[src/rtl/vmode_pkg.sv]
package vmode_pkg;

    typedef enum logic [1:0] {
        M_OFF   = 2'd0,
        M_HOST  = 2'd1,
        M_GUEST = 2'd2
    } mode_e;

    typedef enum logic [1:0] {
        X_INIT  = 2'd0,
        X_HCALL = 2'd1,
        X_EXT   = 2'd2
    } exit_e;

    typedef struct packed {
        logic en;
        logic dis;
        logic lau;
        logic res;
        logic hyp;
    } op_t;

    typedef struct packed {
        logic  ok;
        logic  fail;
        logic  exit_v;
        exit_e code;
        logic  gp;
    } result_t;

    localparam result_t RESULT_IDLE = '{ok: 1'b0, fail: 1'b0, exit_v: 1'b0, code: X_INIT, gp: 1'b0};

endpackage

[src/rtl/vmode_legal.sv]
module vmode_legal #(
    parameter int          CW    = 32,
    parameter logic [CW-1:0] REQ_A = 32'h8000_0021,
    parameter logic [CW-1:0] REQ_B = 32'h0000_2000
) (
    input  logic [CW-1:0] ctl_a,
    input  logic [CW-1:0] ctl_b,
    input  logic          a20_req,
    input  logic          wr_sel,
    input  logic [CW-1:0] wr_data,
    output logic          enable_ok,
    output logic          wr_illegal
);
    localparam int NWORD = 2;

    logic [CW-1:0] word_val [NWORD];
    logic [CW-1:0] word_req [NWORD];
    logic [NWORD-1:0] word_good;

    assign word_val[0] = ctl_a;
    assign word_val[1] = ctl_b;
    assign word_req[0] = REQ_A;
    assign word_req[1] = REQ_B;

    for (genvar g = 0; g < NWORD; g++) begin : g_word
        assign word_good[g] = ((word_val[g] & word_req[g]) == word_req[g]);
    end

    assign enable_ok  = (&word_good) && !a20_req;
    assign wr_illegal = ((wr_data & word_req[wr_sel]) != word_req[wr_sel]);

endmodule

[src/rtl/vmode_init_track.sv]
module vmode_init_track
    import vmode_pkg::*;
(
    input  logic  clk,
    input  logic  rst,
    input  mode_e mode_q,
    input  logic  init_req,
    input  logic  consume,
    output logic  held_q,
    output logic  deliver_q
);
    logic held_d;
    logic deliver_d;

    always_comb begin
        held_d    = held_q;
        deliver_d = 1'b0;
        if (mode_q == M_HOST && init_req) begin
            held_d = 1'b1;
        end else if (consume) begin
            held_d = 1'b0;
        end else if (mode_q == M_OFF) begin
            deliver_d = init_req || held_q;
            held_d    = 1'b0;
        end
    end

    always_ff @(posedge clk) begin
        if (rst) begin
            held_q    <= 1'b0;
            deliver_q <= 1'b0;
        end else begin
            held_q    <= held_d;
            deliver_q <= deliver_d;
        end
    end

    AST_HOLD_FROM_HOST: assert property (@(posedge clk) disable iff (rst)
        $rose(held_q) |-> $past(mode_q) == M_HOST);

    AST_HOLD_CLEARED_OUTSIDE: assert property (@(posedge clk) disable iff (rst)
        (mode_q == M_OFF && !init_req) |=> !held_q);

endmodule

[src/rtl/vmode_fsm.sv]
module vmode_fsm
    import vmode_pkg::*;
(
    input  logic    clk,
    input  logic    rst,
    input  op_t     op,
    input  logic    ctx_valid,
    input  logic    ext_exit_req,
    input  logic    init_now,
    input  logic    enable_ok,
    input  logic    cr_wr_req,
    input  logic    wr_illegal,
    output mode_e   mode_q,
    output result_t res_q,
    output logic    consume
);
    mode_e   mode_d;
    result_t res_d;

    assign consume = (mode_q == M_GUEST) && init_now;

    always_comb begin
        mode_d = mode_q;
        res_d  = RESULT_IDLE;
        unique case (mode_q)
            M_OFF: begin
                if (op.en) begin
                    if (enable_ok) begin
                        mode_d   = M_HOST;
                        res_d.ok = 1'b1;
                    end else begin
                        res_d.fail = 1'b1;
                    end
                end else if (op.dis || op.lau || op.res) begin
                    res_d.fail = 1'b1;
                end
            end
            M_HOST: begin
                if (op.dis) begin
                    mode_d   = M_OFF;
                    res_d.ok = 1'b1;
                end else if (op.lau || op.res) begin
                    if (ctx_valid) begin
                        mode_d   = M_GUEST;
                        res_d.ok = 1'b1;
                    end else begin
                        res_d.fail = 1'b1;
                    end
                end else if (op.en || op.hyp) begin
                    res_d.fail = 1'b1;
                end
            end
            M_GUEST: begin
                if (init_now) begin
                    mode_d       = M_HOST;
                    res_d.exit_v = 1'b1;
                    res_d.code   = X_INIT;
                end else if (op.hyp) begin
                    mode_d       = M_HOST;
                    res_d.exit_v = 1'b1;
                    res_d.code   = X_HCALL;
                end else if (ext_exit_req) begin
                    mode_d       = M_HOST;
                    res_d.exit_v = 1'b1;
                    res_d.code   = X_EXT;
                end else if (op.en || op.dis || op.lau || op.res) begin
                    res_d.fail = 1'b1;
                end
            end
            default: mode_d = M_OFF;
        endcase
        res_d.gp = cr_wr_req && wr_illegal && (mode_q != M_OFF);
    end

    always_ff @(posedge clk) begin
        if (rst) begin
            mode_q <= M_OFF;
            res_q  <= RESULT_IDLE;
        end else begin
            mode_q <= mode_d;
            res_q  <= res_d;
        end
    end

    AST_BAD_ENABLE_STAYS_OFF: assert property (@(posedge clk) disable iff (rst)
        (mode_q == M_OFF && op.en && !enable_ok) |=> (mode_q == M_OFF && res_q.fail));

    AST_GUEST_VIA_HOST: assert property (@(posedge clk) disable iff (rst)
        (mode_q == M_GUEST) |-> ($past(mode_q) != M_OFF));

    AST_EXIT_LANDS_HOST: assert property (@(posedge clk) disable iff (rst)
        res_q.exit_v |-> (mode_q == M_HOST));

    AST_INIT_WINS: assert property (@(posedge clk) disable iff (rst)
        (mode_q == M_GUEST && init_now) |=> (res_q.exit_v && res_q.code == X_INIT));

    AST_GP_ONLY_INSIDE: assert property (@(posedge clk) disable iff (rst)
        res_q.gp |-> ($past(mode_q) != M_OFF));

    AST_OK_FAIL_EXCL: assert property (@(posedge clk) disable iff (rst)
        !(res_q.ok && res_q.fail));

endmodule

[src/rtl/vmode_ctrl.sv]
module vmode_ctrl
    import vmode_pkg::*;
#(
    parameter int            CW    = 32,
    parameter logic [CW-1:0] REQ_A = 32'h8000_0021,
    parameter logic [CW-1:0] REQ_B = 32'h0000_2000
) (
    input  logic          clk,
    input  logic          rst,
    input  logic          op_enable,
    input  logic          op_disable,
    input  logic          op_launch,
    input  logic          op_resume,
    input  logic          op_hypercall,
    input  logic          ctx_valid,
    input  logic          ext_exit_req,
    input  logic          init_req,
    input  logic          a20_req,
    input  logic          cr_wr_req,
    input  logic          cr_wr_sel,
    input  logic [CW-1:0] cr_wr_data,
    input  logic [CW-1:0] ctl_a,
    input  logic [CW-1:0] ctl_b,
    output logic [1:0]    mode,
    output logic          ok_pulse,
    output logic          fail_pulse,
    output logic          exit_pulse,
    output logic [1:0]    exit_code,
    output logic          gp_pulse,
    output logic          init_held,
    output logic          init_deliver,
    output logic          a20_apply
);
    op_t     op;
    mode_e   mode_q;
    result_t res_q;
    logic    enable_ok;
    logic    wr_illegal;
    logic    consume;
    logic    held_q;

    assign op = '{en: op_enable, dis: op_disable, lau: op_launch,
                  res: op_resume, hyp: op_hypercall};

    vmode_legal #(.CW(CW), .REQ_A(REQ_A), .REQ_B(REQ_B)) u_legal (
        .ctl_a      (ctl_a),
        .ctl_b      (ctl_b),
        .a20_req    (a20_req),
        .wr_sel     (cr_wr_sel),
        .wr_data    (cr_wr_data),
        .enable_ok  (enable_ok),
        .wr_illegal (wr_illegal)
    );

    vmode_fsm u_fsm (
        .clk          (clk),
        .rst          (rst),
        .op           (op),
        .ctx_valid    (ctx_valid),
        .ext_exit_req (ext_exit_req),
        .init_now     (init_req || held_q),
        .enable_ok    (enable_ok),
        .cr_wr_req    (cr_wr_req),
        .wr_illegal   (wr_illegal),
        .mode_q       (mode_q),
        .res_q        (res_q),
        .consume      (consume)
    );

    vmode_init_track u_init (
        .clk       (clk),
        .rst       (rst),
        .mode_q    (mode_q),
        .init_req  (init_req),
        .consume   (consume),
        .held_q    (held_q),
        .deliver_q (init_deliver)
    );

    assign mode       = mode_q;
    assign ok_pulse   = res_q.ok;
    assign fail_pulse = res_q.fail;
    assign exit_pulse = res_q.exit_v;
    assign exit_code  = res_q.code;
    assign gp_pulse   = res_q.gp;
    assign init_held  = held_q;
    assign a20_apply  = a20_req && (mode_q == M_OFF);

    AST_NO_DELIVER_INSIDE: assert property (@(posedge clk) disable iff (rst)
        init_deliver |-> ($past(mode_q) == M_OFF));

endmodule

[config.mk]
export PLATFORM = sky130hd
export DESIGN_NAME = vmode_ctrl
export DESIGN_NICKNAME = d
export VERILOG_FILES = /design/src/rtl/vmode_pkg.sv /design/src/rtl/vmode_legal.sv /design/src/rtl/vmode_init_track.sv /design/src/rtl/vmode_fsm.sv /design/src/rtl/vmode_ctrl.sv
export SDC_FILE = /design/constraint.sdc
export NUM_CORES = 1
export LEC_CHECK = 0
export CAP_MARGIN = 10
export CORE_MARGIN = 5
export CORE_UTILIZATION = 13
export CTS_CLUSTER_DIAMETER = 30
export CTS_CLUSTER_SIZE = 8
export DETAILED_ROUTE_END_ITERATION = 10
export PLACE_DENSITY = 0.77
export SLEW_MARGIN = 10
export SYNTH_ARGS = -nofsm -noshare
export SYNTH_HDL_FRONTEND = slang
export SYNTH_SLANG_ARGS = --single-unit
[constraint.sdc]
create_clock -name clk -period 1.2 [get_ports clk]
set_input_delay 0.12 -clock clk [delete_from_list [all_inputs] [get_ports clk]]
set_output_delay 0.12 -clock clk [all_outputs]
set_load 0.05 [all_outputs]
# After elaboration in Yosys (flattened, before gate mapping)
# Cells that the tools add are included.
# totals
output_inout_bits,11
reg_bits,10
word_cells,83
# op_classes
reduce_logical,24
muxes,36
eq_ne,9
n_bitwise,4
order_cmp,1
# op_table
operator,count
$mux W32,3
$and A32 B32 Y32,1
$ne A32 B32 Y1,1
$mux W1,19
$mux W2,8
$mux W3,3
$logic_or A1 B1 Y1,8
$reduce_or A4 Y1,2
$logic_and A1 B1 Y1,6
$pmux W2 S3,1
$reduce_and A5 Y1,1
$ne A2 B2 Y1 const B,2
$ne A4 B3 Y1 const B,1
$eq A3 B3 Y1 const B,1
$ne A3 B2 Y1 const B,1
$ne A3 B3 Y1 const B,1
$pmux W1 S3,1
$reduce_bool A3 Y1,1
$reduce_or A3 Y1,1
$eq A2 B1 Y1 const B,1
$eq A2 B2 Y1 const B,1
$ge A2 B2 Y1 const B,1
$logic_not A2 Y1,1
$not A1 Y1,2
other kinds (6),6

# Depth between registers and ports, before layout
# Gate-level depths: netlist of run 1.
# logic_depth
word_depth,8
depth_mapped,4

# Cells and area by module
# From an unflattened synthesis of run 1, not the netlist that was laid out.
# hier_totals
cells_unflattened,48
area_unflattened_um2,488.0
# modules_own_cells
module,cells_per_inst,seq_area_each_um2,n_inst,area_per_inst_um2
vmode_fsm,34,160.2,1,346.6
vmode_init_track,8,40.0,1,97.6
vmode_legal,4,0.0,1,25.0
vmode_ctrl,2,0.0,1,18.8

# Worst setup path before layout of run 1
# Ideal clock, no wire load.
# synth_timing
kind,register to output
startpoint,register u_fsm.mode_q[0]
endpoint,output port a20_apply
t_required_ns,1.080
slack_ns,-0.729
stages_incl_launch_ff,3
t_arrival_ns,1.809
n_path_buf,1
cell_sequence,dfxtp_1 -> buf_4 -> nor3_1
# synth_via
elab_chain_len,2
# synth_rtl
element,line,text
"start, declared",vmode_fsm.sv:13,"output mode_e mode_q,"
"start signal, assigned",vmode_fsm.sv:80,mode_q <= mode_d;
$logic_not A2 Y1,vmode_ctrl.sv:87,assign a20_apply = a20_req && (mode_q == M_OFF);
$logic_and A1 B1 Y1,vmode_ctrl.sv:87,
"end, declared",vmode_ctrl.sv:32,output logic a20_apply
# Every way passes these cells.

# Final worst setup path of run 1
# layout_timing
startpoint,register u_init.held_q
endpoint,register u_fsm.mode_q[1]
# layout_via
elab_chain_len,3
word_cells_on_any_way,5
# layout_rtl
element,line,text
"start, declared",vmode_init_track.sv:9,"output logic held_q,"
"start signal, assigned",vmode_init_track.sv:33,held_q <= held_d;
$logic_or A1 B1 Y1 (*),vmode_ctrl.sv:61,".init_now (init_req || held_q),"
$ne A4 B3 Y1 (no source line) or $mux W2 (tied branches),--,
$reduce_and A5 Y1 (no source line) or $pmux W2 S3 (tied branches),--,
# Mark *: on every way between the ends. The rest lies on a longest branch, timed or not.
# A chain may end at the register's enable or synchronous reset.

==> impl.org, run 1 <==
** Drt
- Total number of vias :: 568
- Once detail routing completed, the nets flagged for antenna violations numbered 0.
- Detail-routed net length per standard cell :: 11.6 µm
- The first routing iteration left 21 violations.
- Count of unresolved DRC violations after routing :: 0
- Detailed Route WL :: 1670 µm
- In the routed layout, each cell is associated on average with a via count of 3.94.
- First-pass iteration count of the detailed router :: 2

** Critical path
- At the worst endpoint, the required time is 1390 ps.
- Traced cell by cell, the critical path runs through or4_4 > or3_1 > a21oi_1.
- Kind of launch point of the worst setup path :: flip-flop
- Data arrival time of the critical path :: 1510 ps
- The largest individual stage delay along the critical path comes from the cell sky130_fd_sc_hd__or4_4.
- Critical Path Sink Type :: flip-flop
- By startpoint and endpoint, the worst setup path is classified as flip-flop to flip-flop.
- Critical path's largest stage delay :: 450 ps
- Highest fanout seen on the critical path :: 4

** Floorplanning
- Full die area :: 4670 µm²
- Die width :: 68.4 µm
- Die H :: 68.4 µm
- For this design the top-level I/O count stands at 120.
- Cell row count :: 21
- For this configuration, the core starts out at a cell density of 13.4%.
- The core region is 3310 µm².

** Yosys
- The synthesized design contains 0 enable-type register cells.
- Top-count cell post-synth :: sky130_fd_sc_hd__dfxtp_1
- In this run, synthesis produced a sequential element count of 10.
- A synthesized cell averages 9.23 µm².
- The top cell type by area accounts for 45.2% of the synthesized area.
- Distinct cells, synth :: 23
- Most numerous cell types in the synthesized netlist :: sky130_fd_sc_hd__dfxtp_1, sky130_fd_sc_hd__nor2_1, sky130_fd_sc_hd__inv_1, sky130_fd_sc_hd__nand2b_1
- Fraction of the yosys area taken by sequential cells :: 45.2%
- The mapped netlist covers 443 µm².
- Most frequently used flop master after synthesis :: sky130_fd_sc_hd__dfxtp_1
- The number of nets handed over by synthesis was 157.
- Leading cell types by total area after synthesis :: sky130_fd_sc_hd__dfxtp_1, sky130_fd_sc_hd__nor2_1, sky130_fd_sc_hd__nand2b_1
- Synthesis handed over a netlist of 48 instances.
- Of all flip-flops after synthesis, the portion carrying an async set or reset was 0%.
- Total number of yosys warnings :: 0
- sky130_fd_sc_hd__dfxtp_1 takes more of the synthesized area than any other cell.

** Status
- Run status :: finished with violations
- The final reports fail on setup timing.

** Cells and area
- Area of the multi-input gates :: 248 µm²
- Final instance area :: 1110 µm²
- At the end of the flow, the number of nets in the layout was 208.
- Layout cells sized above 1 :: 42.9%
- Non-filler cells in the finished layout :: 144
- Diodes inserted :: 0
- Relative to the synthesized area, the layout overhead comes to 151%.
- Fill count :: 356
- Sequential standard cell area :: 211 µm²
- At the end of the flow the core is filled with cells to 33.6%.

** Clock network
- Clock tree from TritonCTS :: yes
- Clock Latency Late Sink :: 260 ps
- CTS built an H-tree with a depth of 1.
- Hold-fix buffers, CTS :: 0
- Largest buffer count on any clock path :: 2
- Clock tree root buffer cell :: sky130_fd_sc_hd__clkbuf_4
- Clock-pin slew of the registers on the worst-case setup and hold paths :: 60 ps
- Num Clock Sinks :: 10
- Counting the buffers created by CTS gives 3.

** Timing
- For the pin with the worst max-slew slack, the measured transition is 418 ps.
- Unrepaired setup endpoints after global routing :: true
- After layout, the worst setup slack is -115 ps.
- The worst pin sits at a relative slew slack of 71.8%.
- The worst path in the final design needs a cycle of 1320 ps, including I/O delays and setup.
- The number of hold violations in the final report is 0.
- Derived from the worst setup path, the maximum achievable clock frequency is 760 MHz.
- Sum of negative setup slack :: -207 ps
- Crit share post-route :: 110%
- Final setup violating endpoints :: 3
- Fin. max-slew vios :: 0
- Clk_skew :: 1.66 ps

** Worst hold path
- Worst hold-check path type :: input port to flip-flop

** Power
- Summed over all cells, the static leakage comes to 0.447 nW.
- Across the VDD grid, the largest voltage drop is 0.000232 V.
- In this run the power density over the cells is 753 nW/µm².
- Power after layout :: 0.837 mW

** Global routing
- The initial antenna violation count is 0.
- Entering global routing, the biggest net connects 13 pins.
- Global-route congestion overflow total :: 0
- Via count of the first global-routing pass :: 627
- GRT Resource Usage Total :: 7.00%
- Wire length of the first global-routing pass :: 2420 µm

** Placement
- Summing all placed instances gives a cell area of 1010 µm².
- Post-detail-place hpwl :: 1330 µm
- During placement, the flow inserted port buffers numbering 31.
- Final weighted congestion in routability-driven placement :: 0.828
- The number of placed instances, taps included, is 134.

** Run
- Across the run, the number of max-cap violations was 0.
state kept, by name (all words and copies together), names as in the netlist:
name	count
u_fsm.res_q	6
u_fsm.mode_q	2
u_init.deliver_q	1
u_init.held_q	1
per-layer routing:
layer / GRT usage, % / wire length [µm] / vias up
met1: 6.56 / 661 / 251
met5: 0 / 0 / -
met4: 4.47 / 28 / 0
met3: 2.30 / 183 / 4
met2: 12.9 / 795 / 28
li1: - / - / 285
metrics by stage:
stage	hold WS, ps	setup slack [ps]
2_1_floorplan	182	-108
5_1_grt	277	-135
6_report	278	-115
3_3_place_gp	534	-398
3_5_place_dp	545	-442
4_1_cts	274	-89.4
cell type report:
cell class / count / share of cell area, %
timing repair buffer: 48 / 49.2
multi-input combinational: 33 / 22.3
clock buffer: 4 / 3.27
sequential: 10 / 19.0
inverter: 3 / 1.01
tap: 46 / 5.18
critical path, delay by kind of cell (launching register included):
kind,cells,cell delay (ps)
flops,1,340
simple gates,2,780
compound gates,1,120
cell usage in the layout (no fill, tap or decap), types with 3 or more instances in the layout:
master,n
sky130_fd_sc_hd__nand2b_1,3
sky130_fd_sc_hd__dlygate4sd2_1,4
sky130_fd_sc_hd__dfxtp_4,3
sky130_fd_sc_hd__clkbuf_4,3
sky130_fd_sc_hd__dfxtp_1,7
sky130_fd_sc_hd__nor2_1,7
sky130_fd_sc_hd__inv_1,3
sky130_fd_sc_hd__clkdlybuf4s50_1,16
sky130_fd_sc_hd__buf_12,11
sky130_fd_sc_hd__buf_4,16
report_power, final:
| part | switching, mW | internal (mW) | total, mW | leakage (nW) |
|---|---|---|---|---|
| Clock | 0.114 | 0.184 | 0.298 | 0.0210 |
| Combinational | 0.0788 | 0.122 | 0.200 | 0.342 |
| Sequential | 0.00620 | 0.332 | 0.338 | 0.0836 |
repair_timing:
action | CTS | global route
pin swaps | 1 | 3
setup endpoints to repair | 4 | 5
setup buffers | 2 | 4
gates resized for setup | 7 | 4
logic make-up after synthesis:
family	Yosys count	share of synthesized area [%]
and+or+nand+nor	22	29.7
AOI/OAI and AO/OA	11	19.2
DFF	10	45.2
buffers and inverters	5	5.93
final timing paths:
check	start	to	slack, ps	cells after the start
worst max-delay path	u_init.held_q	u_fsm.mode_q[1]	-120	3
worst min-delay path	ext_exit_req	u_fsm.res_q[2]	280	2
worst max register to register	u_init.held_q	u_fsm.mode_q[1]	-120	3
worst min register to register	u_fsm.mode_q[0]	u_fsm.res_q[5]	530	1
No activity file was read; power rests on OpenSTA's default activity.
==> run 2: changes to the inputs <==
--- a/config.mk
+++ b/config.mk
@@ -7,12 +7,14 @@
 export LEC_CHECK = 0
 export CAP_MARGIN = 10
 export CORE_MARGIN = 5
-export CORE_UTILIZATION = 13
+export CORE_UTILIZATION = 14
 export CTS_CLUSTER_DIAMETER = 30
 export CTS_CLUSTER_SIZE = 8
 export DETAILED_ROUTE_END_ITERATION = 10
+export GPL_TIMING_DRIVEN = 1
 export PLACE_DENSITY = 0.77
-export SLEW_MARGIN = 10
+export SLEW_MARGIN = 20
 export SYNTH_ARGS = -nofsm -noshare
 export SYNTH_HDL_FRONTEND = slang
+export SYNTH_HIERARCHICAL = 1
 export SYNTH_SLANG_ARGS = --single-unit
==> run 2 against run 1 <==
  * The run still ends with setup timing left
  * First-iteration DRC count increased by 14%
  * Critical path depth stayed put
  * Hold slack gained 120 ps
  * Via count is 2.8% higher
  * Wire length up 6.4%
  * Largest power group unchanged
  * Die area grew 2.0%
  * Final cell count unchanged
  * Clock skew is 6.8 ps higher
  * Non-clock buffer count decreased by 2
  * Sequential share of layout area down 0.92 points
  * Register-to-register slack improved by 170 ps
==> impl.org, run 2 <==
** Status
- The run finished, with violations left.
- Violations in the final reports :: setup timing

** Drt
- Post-DR vias/cell :: 4.06 (+2.8%)
- The iteration count of the initial detailed-routing pass came to 4 (+2).
- The detail-routed net length per standard cell came to 12.3 µm (+6.4%).
- The post-detailed-route DRC marker count came to 0 (unchanged).
- Detailed Route WL :: 1780 µm (+6.4%)
- The residual antenna-violating net count after detailed routing was 0 (unchanged).
- Drt first-iter violations :: 24 (+14%)
- The via count came to 584 (+2.8%).

** Global routing
- Global-route congestion overflow total :: 0 (unchanged)
- The global-route met2 utilization is 13.5% (+0.58 points).
- Via count of the first global-routing pass :: 654 (+4.3%)
- The wire length of the first global-routing pass is 2890 µm (+19%).
- After global routing, the most crowded layer is met2.
- Maximum number of pins on one net before global-route repair :: 8 (-5)
- Met1 layer usage reported by global route :: 7.31% (+0.75 points)
- Initial antenna violation count :: 0 (unchanged)
- GRT Resource Usage Total :: 7.47% (+0.48 points)
- Met3 usage :: 5.09% (+2.8 points)

** Critical path
- The required arrival time at the worst endpoint came to 1080 ps (-310 ps).
- In this run the critical register-to-register path is launched from u_init/held_q.
- The buffering stage count on the worst path with inverters included is 2 (+2).
- Data arrival time of the critical path :: 1110 ps (-400 ps)
- Worst setup startpoint :: u_fsm/mode_q[1]
- STA classifies the critical path endpoint as a primary output.
- Critical path's largest stage delay :: 350 ps (-100 ps)
- Category of the most critical setup path :: flip-flop to primary output
- The highest net fanout along the worst path came to 2 (-2).
- The kind of cell with the highest combined delay along the critical path is flip-flops.
- Kind of launch point of the worst setup path :: flip-flop
- The slowest stage of the critical path belongs to the cell sky130_fd_sc_hd__dfxtp_4.
- The critical path goes through buf_8 > nor3b_4 > buf_12.

** Timing
- The final period utilization was 103% (-6.9 points).
- Final setup violating endpoints :: 1 (-2)
- The relative slew slack came to 78.3% (+6.5 points).
- Setup repair after global routing could not meet its margin everywhere.
- Sum of negative setup slack :: -33.0 ps (+174 ps)
- Clk_skew :: 8.45 ps (+6.79 ps)
- The slew at the pin closest to its max-slew limit is 322 ps (-96.0 ps).
- Peak clock frequency supported by timing :: 811 MHz (+6.7%)
- Final Worst Setup Slack :: -33.0 ps (+82.5 ps)
- Hold Violations, Final :: 0 (unchanged)
- Shortest clock period the worst path allows after layout :: 1230 ps (-82.5 ps)
- Fin. max-slew vios :: 0 (unchanged)

** Floorplanning
- Full die area :: 4770 µm² (+2.0%)
- The x dimension of the die came to 69.0 µm (+0.98%).
- I/O Pins :: 120 (unchanged)
- The floorplan die height was 69.0 µm (+0.98%).
- Initial core utilization :: 14.5% (+1.1 points)
- Cell row count :: 21 (unchanged)
- The placeable core region came to 3360 µm² (+1.6%).

** Yosys
- Distinct cells, synth :: 26 (+13%)
- In the synthesized netlist the dominant register cell turns out to be sky130_fd_sc_hd__dfxtp_1.
- Net count after synthesis :: 157 (unchanged)
- Number of flops mapped to enable cells by yosys :: 0 (unchanged)
- Fraction of the yosys area taken by sequential cells :: 41.0% (-4.2 points)
- Number of instances in the synthesized netlist :: 48 (unchanged)
- The biggest area contributor in the post-synthesis netlist is sky130_fd_sc_hd__dfxtp_1.
- Leading cell types by total area after synthesis :: sky130_fd_sc_hd__dfxtp_1, sky130_fd_sc_hd__nor3b_2, sky130_fd_sc_hd__nor4b_2
- The area of the mapped netlist was 488 µm² (+10%).
- Async S/R FF share, synth :: 0% (unchanged)
- Mean post-synth cell area :: 10.2 µm² (+10%)
- Most numerous cell types in the synthesized netlist :: sky130_fd_sc_hd__dfxtp_1, sky130_fd_sc_hd__nor2_1, sky130_fd_sc_hd__a21oi_1, sky130_fd_sc_hd__nor3b_2
- Area fraction of the dominant cell type after synthesis :: 41.0% (-4.2 points)
- Top-count cell post-synth :: sky130_fd_sc_hd__dfxtp_1
- Number of synthesized register bits :: 10 (unchanged)
- Total number of yosys warnings :: 6 (+6)

** Cells and area
- The number of flip-flops under the largest register name was 6 (unchanged).
- The filler-free cell count of the finished design is 144 (unchanged).
- The number of fill cells is 371 (+4.2%).
- Area of the multi-input gates :: 328 µm² (+32%)
- Final core occ :: 34.7% (+1.1 points)
- The fraction of layout instances using a drive strength above 1 is 49.0% (+6.1 points).
- The net count of the finished layout was 208 (unchanged).
- The top cell types in the final layout, fill and taps aside, are sky130_fd_sc_hd__clkdlybuf4s50_1, sky130_fd_sc_hd__buf_4, sky130_fd_sc_hd__buf_12, sky130_fd_sc_hd__dfxtp_1, sky130_fd_sc_hd__nor2_1.
- Compared with the post-synthesis result, the final layout area differs by 139%.
- The register cell area after layout came to 211 µm² (unchanged).
- Largest registers :: u_fsm/res_q (6), u_fsm/mode_q (2)
- Diodes inserted :: 0 (unchanged)
- Register with the most flip-flops :: u_fsm/res_q
- The summed area of non-filler cells in the final layout came to 1170 µm² (+5.1%).
- Leaving out fill and tap cells, the most frequent cell in the layout is sky130_fd_sc_hd__clkdlybuf4s50_1.

** Placement
- Pre-CTS worst setup slack :: -198 ps (+244 ps)
- Number of instances in the placed design :: 136 (+1.5%)
- Placed standard-cell area :: 1080 µm² (+7.1%)
- Final weighted congestion in routability-driven placement :: 0.787 (-4.8%)
- The sum of net half-perimeters after detailed placement was 1460 µm (+10%).
- The total of buffers placed on input and output ports was 31 (unchanged).

** Clock network
- Clock-pin slew of the registers on the worst-case setup and hold paths :: 70 ps (about the same)
- Num Clock Sinks :: 10 (unchanged)
- Clock tree from TritonCTS :: yes
- Number of buffers created by CTS :: 3 (unchanged)
- The deepest clock path buffer count came to 2 (unchanged).
- Clock Latency Late Sink :: 260 ps (about the same)
- Clock tree root buffer cell :: sky130_fd_sc_hd__clkbuf_4
- The count of hold-fix buffers inserted at cts was 0 (unchanged).
- Depth of the CTS H-tree :: 1 (unchanged)

** Worst hold path
- Start point of the worst min-delay path :: cr_wr_req
- In this run the worst hold path is classified as input port to flip-flop.

** Power
- Maximum vdd ir drop :: 0.000411 V (+77%)
- The power density over the cells came to 678 nW/µm² (-10%).
- Leak Pwr :: 0.442 nW (-1.1%)

** Run
- Max-cap violations :: 0 (unchanged)
## run 2: final timing paths
| kind | endpoint | slack (ps) | depth (start not counted) |
|---|---|---|---|
| setup / recovery | a20_apply | -30 | 3 |
| setup reg to reg | u_init/held_q | 50 | 4 |
| hold / removal | u_fsm/res_q[0] | 400 | 3 |
| hold reg to reg | u_fsm/res_q[5] | 630 | 2 |
## run 2: cell families (layout without fill, tap and decap cells)
| group | count (synthesis) | in the layout | share of synthesized area [%] |
|---|---|---|---|
| AND/OR/NAND/NOR | 27 | 27 | 41.8 |
| buffers and inverters | 0 | 50 | 0 |
| flip-flops | 10 | 10 | 41.0 |
| AO/OA/AOI/OAI | 11 | 11 | 17.2 |
## run 2: layout make-up
cell class,count,area share (%)
repair buffers,46,46.6
multi-input cells,38,28.1
flip-flops and latches,10,18.1
well taps,46,4.93
clock buffers,4,2.25
## run 2: report_power, final
part	internal, mW	switching (mW)	total (mW)
registers	0.332	0.00471	0.336
logic	0.130	0.0840	0.214
clock network	0.128	0.113	0.241
## run 2: repair_timing
action	in CTS	in global routing
resized for setup	5	3
pin swaps	1	4
setup buffers	4	0
endpoints found under the setup margin	1	4
## run 2: worst register-to-register path, stage by stage, from the launching register on
cell and delay, ps:
sky130_fd_sc_hd__dfxtp_4 340, sky130_fd_sc_hd__or2_4 250, sky130_fd_sc_hd__and2_4 170, sky130_fd_sc_hd__nand2b_4 130, sky130_fd_sc_hd__a211oi_2 190
## run 2: metrics by stage
step | total power, mW | hold slack, ps
after floorplan | 0.410 | 175
after global placement | 0.551 | 509
after detailed placement | 0.556 | 533
after CTS | 0.805 | 391
after global routing | 0.838 | 398
final | 0.792 | 402
## run 2: routing by layer
| metal | wire length, µm | up-vias |
|---|---|---|
| met5 | 0 | - |
| met4 | 0 | 0 |
| li1 | - | 282 |
| met3 | 180 | 0 |
| met2 | 888 | 28 |
| met1 | 706 | 274 |
==> run 3: changes to the inputs <==
--- a/config.mk
+++ b/config.mk
@@ -7,12 +7,12 @@
 export LEC_CHECK = 0
 export CAP_MARGIN = 10
 export CORE_MARGIN = 5
-export CORE_UTILIZATION = 14
+export CORE_UTILIZATION = 17
 export CTS_CLUSTER_DIAMETER = 30
 export CTS_CLUSTER_SIZE = 8
 export DETAILED_ROUTE_END_ITERATION = 10
 export GPL_TIMING_DRIVEN = 1
-export PLACE_DENSITY = 0.77
+export PLACE_DENSITY = 0.87
 export SLEW_MARGIN = 20
 export SYNTH_ARGS = -nofsm -noshare
 export SYNTH_HDL_FRONTEND = slang
==> constraint.sdc (replaced) <==
create_clock -name clk -period 1.5 [get_ports clk]
set_input_delay 0.15 -clock clk [delete_from_list [all_inputs] [get_ports clk]]
set_output_delay 0.15 -clock clk [all_outputs]
set_load 0.05 [all_outputs]
==> run 3 against run 2 <==
  * The run now ends clean
  * Largest power group unchanged
  * First-iteration DRC count is 63% lower
  * Global-route usage up 0.56 points
  * Non-clock buffer count fell by 12
  * Power down 26%
  * Wire length fell by 15%
  * Critical path depth is 1 higher
  * Sequential power is 19% lower
  * Combinational power decreased by 36%
==> impl.org, run 3 (synthesized netlist as in run 2, its figures left out) <==
** Status
- Run status :: completed

** Timing
- Shortest clock period the worst path allows after layout :: 1330 ps
- Fin. max-slew vios :: 0 (unchanged)
- Max-slew headroom :: 70.7% (-7.6 points)
- Crit share post-route :: 88.7%
- Hold Violations, Final :: 0 (unchanged)
- Unrepaired setup endpoints after global routing :: false
- The total of endpoints with negative setup slack in the final report came to 0 (-1).
- The slew at the pin closest to its max-slew limit is 439 ps (+117 ps).
- The setup TNS after final layout was 0 ps (+33.0 ps).
- Clk_skew :: 6.50 ps (-1.96 ps)
- Peak clock frequency supported by timing :: 751 MHz

** Cells and area
- Counting flops per register, the top entry is u_fsm/res_q.
- The fraction of layout instances using a drive strength above 1 came to 34.1% (-15 points).
- The filler-free cell count of the finished design was 116 (-19%).
- Flip-flop count of the largest register, all copies and words added :: 6 (unchanged)
- Leaving out fill and tap cells, the most frequent cell in the layout is sky130_fd_sc_hd__clkdlybuf4s50_1.
- The number of inserted diodes came to 0 (unchanged).
- The net count of the finished layout is 196 (-5.8%).
- Synth-to-Final Area Change :: 83.1%
- The largest registers in the layout are u_fsm/res_q (6), u_fsm/mode_q (2).
- Commonest cells after routing, fill and taps aside :: sky130_fd_sc_hd__clkdlybuf4s50_1, sky130_fd_sc_hd__buf_4, sky130_fd_sc_hd__dfxtp_1, sky130_fd_sc_hd__nor2_1

** Critical path
- Kind of launch point of the worst setup path :: flip-flop
- Walking the worst path, the cells encountered are or2_1 > nor3_1 > a22oi_1 > nor3b_2.
- Category of the most critical setup path :: flip-flop to flip-flop
- The highest net fanout along the worst path was 4 (+2).
- Data arrival time of the critical path :: 1460 ps (+350 ps)
- The slowest stage of the critical path belongs to the cell sky130_fd_sc_hd__dfxtp_1.
- Critical path's largest stage delay :: 330 ps (-20 ps)
- The buffering stage count on the worst path with inverters included is 0 (-2).
- The worst setup path is captured at a flip-flop.
- Required time of the critical path :: 1630 ps (+550 ps)
- Grouping stages by cell kind, the critical path spends the most delay in simple AND/OR/NAND/NOR gates.

** Power
- The power density over the cells was 656 nW/µm² (-3.2%).
- Maximum vdd ir drop :: 0.000288 V (-30%)
- The leakage power figure was 0.342 nW (-23%).

** Floorplanning
- The floorplan die height is 63.6 µm (-7.9%).
- The placeable core region is 2760 µm² (-18%).
- The total number of placement rows was 19 (-9.5%).
- The x dimension of the die came to 63.6 µm (-7.9%).
- The I/O pin count is 120 (unchanged).
- Initial core utilization :: 17.7% (+3.2 points)
- Full die area :: 4040 µm² (-15%)

** Placement
- The routability-driven placement congestion ratio came to 0.786 (-0.23%).
- The total instance count after detailed placement was 113 (-17%).
- Post-detail-place hpwl :: 1230 µm (-16%)
- Port bufs :: 31 (unchanged)

** Global routing
- The remaining global-route overflow was 0 (unchanged).
- The initial antenna violation count was 0 (unchanged).
- The largest net degree at the start of global routing came to 11 (+3).
- The wire length of the first global-routing pass came to 2500 µm (-14%).
- The number of global-route vias before repair is 575 (-12%).
- GRT Resource Usage Total :: 8.04% (+0.56 points)

** Clock network
- TritonCTS built the clock tree.
- CTS placed an instance of sky130_fd_sc_hd__clkbuf_4 at the clock tree root.
- Resized cells post-CTS :: 0 (-5)
- Clock Latency Late Sink :: 260 ps (about the same)
- Depth of the CTS H-tree :: 1 (unchanged)
- The count of hold-fix buffers inserted at cts was 0 (unchanged).
- Largest buffer count on any clock path :: 2 (unchanged)
- The register clock-pin slew on the reported worst setup and hold paths came to 60 ps (about the same).
- The post-CTS setup repair buffer count came to 0 (-4).
- The number of buffers inserted during clock tree synthesis came to 3 (unchanged).
- The number of clock sinks seen by CTS was 10 (unchanged).

** Drt
- The post-detailed-route DRC marker count came to 0 (unchanged).
- Drt first-iter violations :: 9 (-63%)
- Detail-routed net length per standard cell :: 13.1 µm (+5.9%)
- The total length of routed wires was 1510 µm (-15%).
- The residual antenna-violating net count after detailed routing came to 0 (unchanged).
- Total number of vias :: 534 (-8.6%)
- First-pass iteration count of the detailed router :: 4 (unchanged)
- The average vias per placed instance is 4.60 (+14%).

** Run
- The number of violations of the max-capacitance limit is 0 (unchanged).

** Worst hold path
- Worst hold-check path type :: input port to flip-flop
[run 3: changes by cell type in the layout (fill, tap and decap cells not counted), sizes merged]
| cell | before | now |
|---|---|---|
| buf | 26 | 14 |
| clkbuf | 4 | 3 |
[run 3: metal layers]
| layer | part of all wire (%) | routed length, µm | track usage (%) | vias up |
|---|---|---|---|---|
| met4 | 2.0 | 30 | 6.23 | 0 |
| met2 | 44 | 673 | 11.4 | 33 |
| met5 | 0 | 0 | 0 | - |
| met3 | 8.7 | 132 | 3.37 | 2 |
| met1 | 45 | 678 | 9.34 | 242 |
| li1 | - | - | - | 257 |
[run 3: worst paths after layout]
check / start / endpoint / slack [ps] / depth (start not counted)
max: u_init/held_q / u_fsm/mode_q[0] / 170 / 4
min: cr_wr_req / u_fsm/res_q[0] / 440 / 3
max reg2reg: u_init/held_q / u_fsm/mode_q[0] / 170 / 4
min reg2reg: u_init/held_q / u_init/held_q / 520 / 2
[run 3: layout make-up]
class	count	area (µm²)
timing repair buffer	34	343
tap	31	38.8
sequential	10	201
fill	298	1860
clock buffer	3	22.5
multi-input combinational	38	288
[run 3: power breakdown]
group          internal [mW]  switching, mW
sequential             0.270        0.00153
clock                 0.0923         0.0850
combinational         0.0773         0.0598
[run 3: stage by stage]
stage	hold slack [ps]	utilization (%)	area, µm²	setup WS (ps)	power [mW]
finish	441	32.4	893	169	0.586
global route	432	32.4	893	122	0.623
CTS	430	32.4	893	184	0.599
detailed placement	513	31.6	871	-42.7	0.415
global placement	505	31.6	871	-10.7	0.411
floorplan	215	-	489	6.30	0.327
[run 3: worst register-to-register path, stage by stage (launching register included)]
cell	delay (ps)
sky130_fd_sc_hd__dfxtp_1	330
sky130_fd_sc_hd__or2_1	280
sky130_fd_sc_hd__nor3_1	250
sky130_fd_sc_hd__a22oi_1	170
sky130_fd_sc_hd__nor3b_2	180
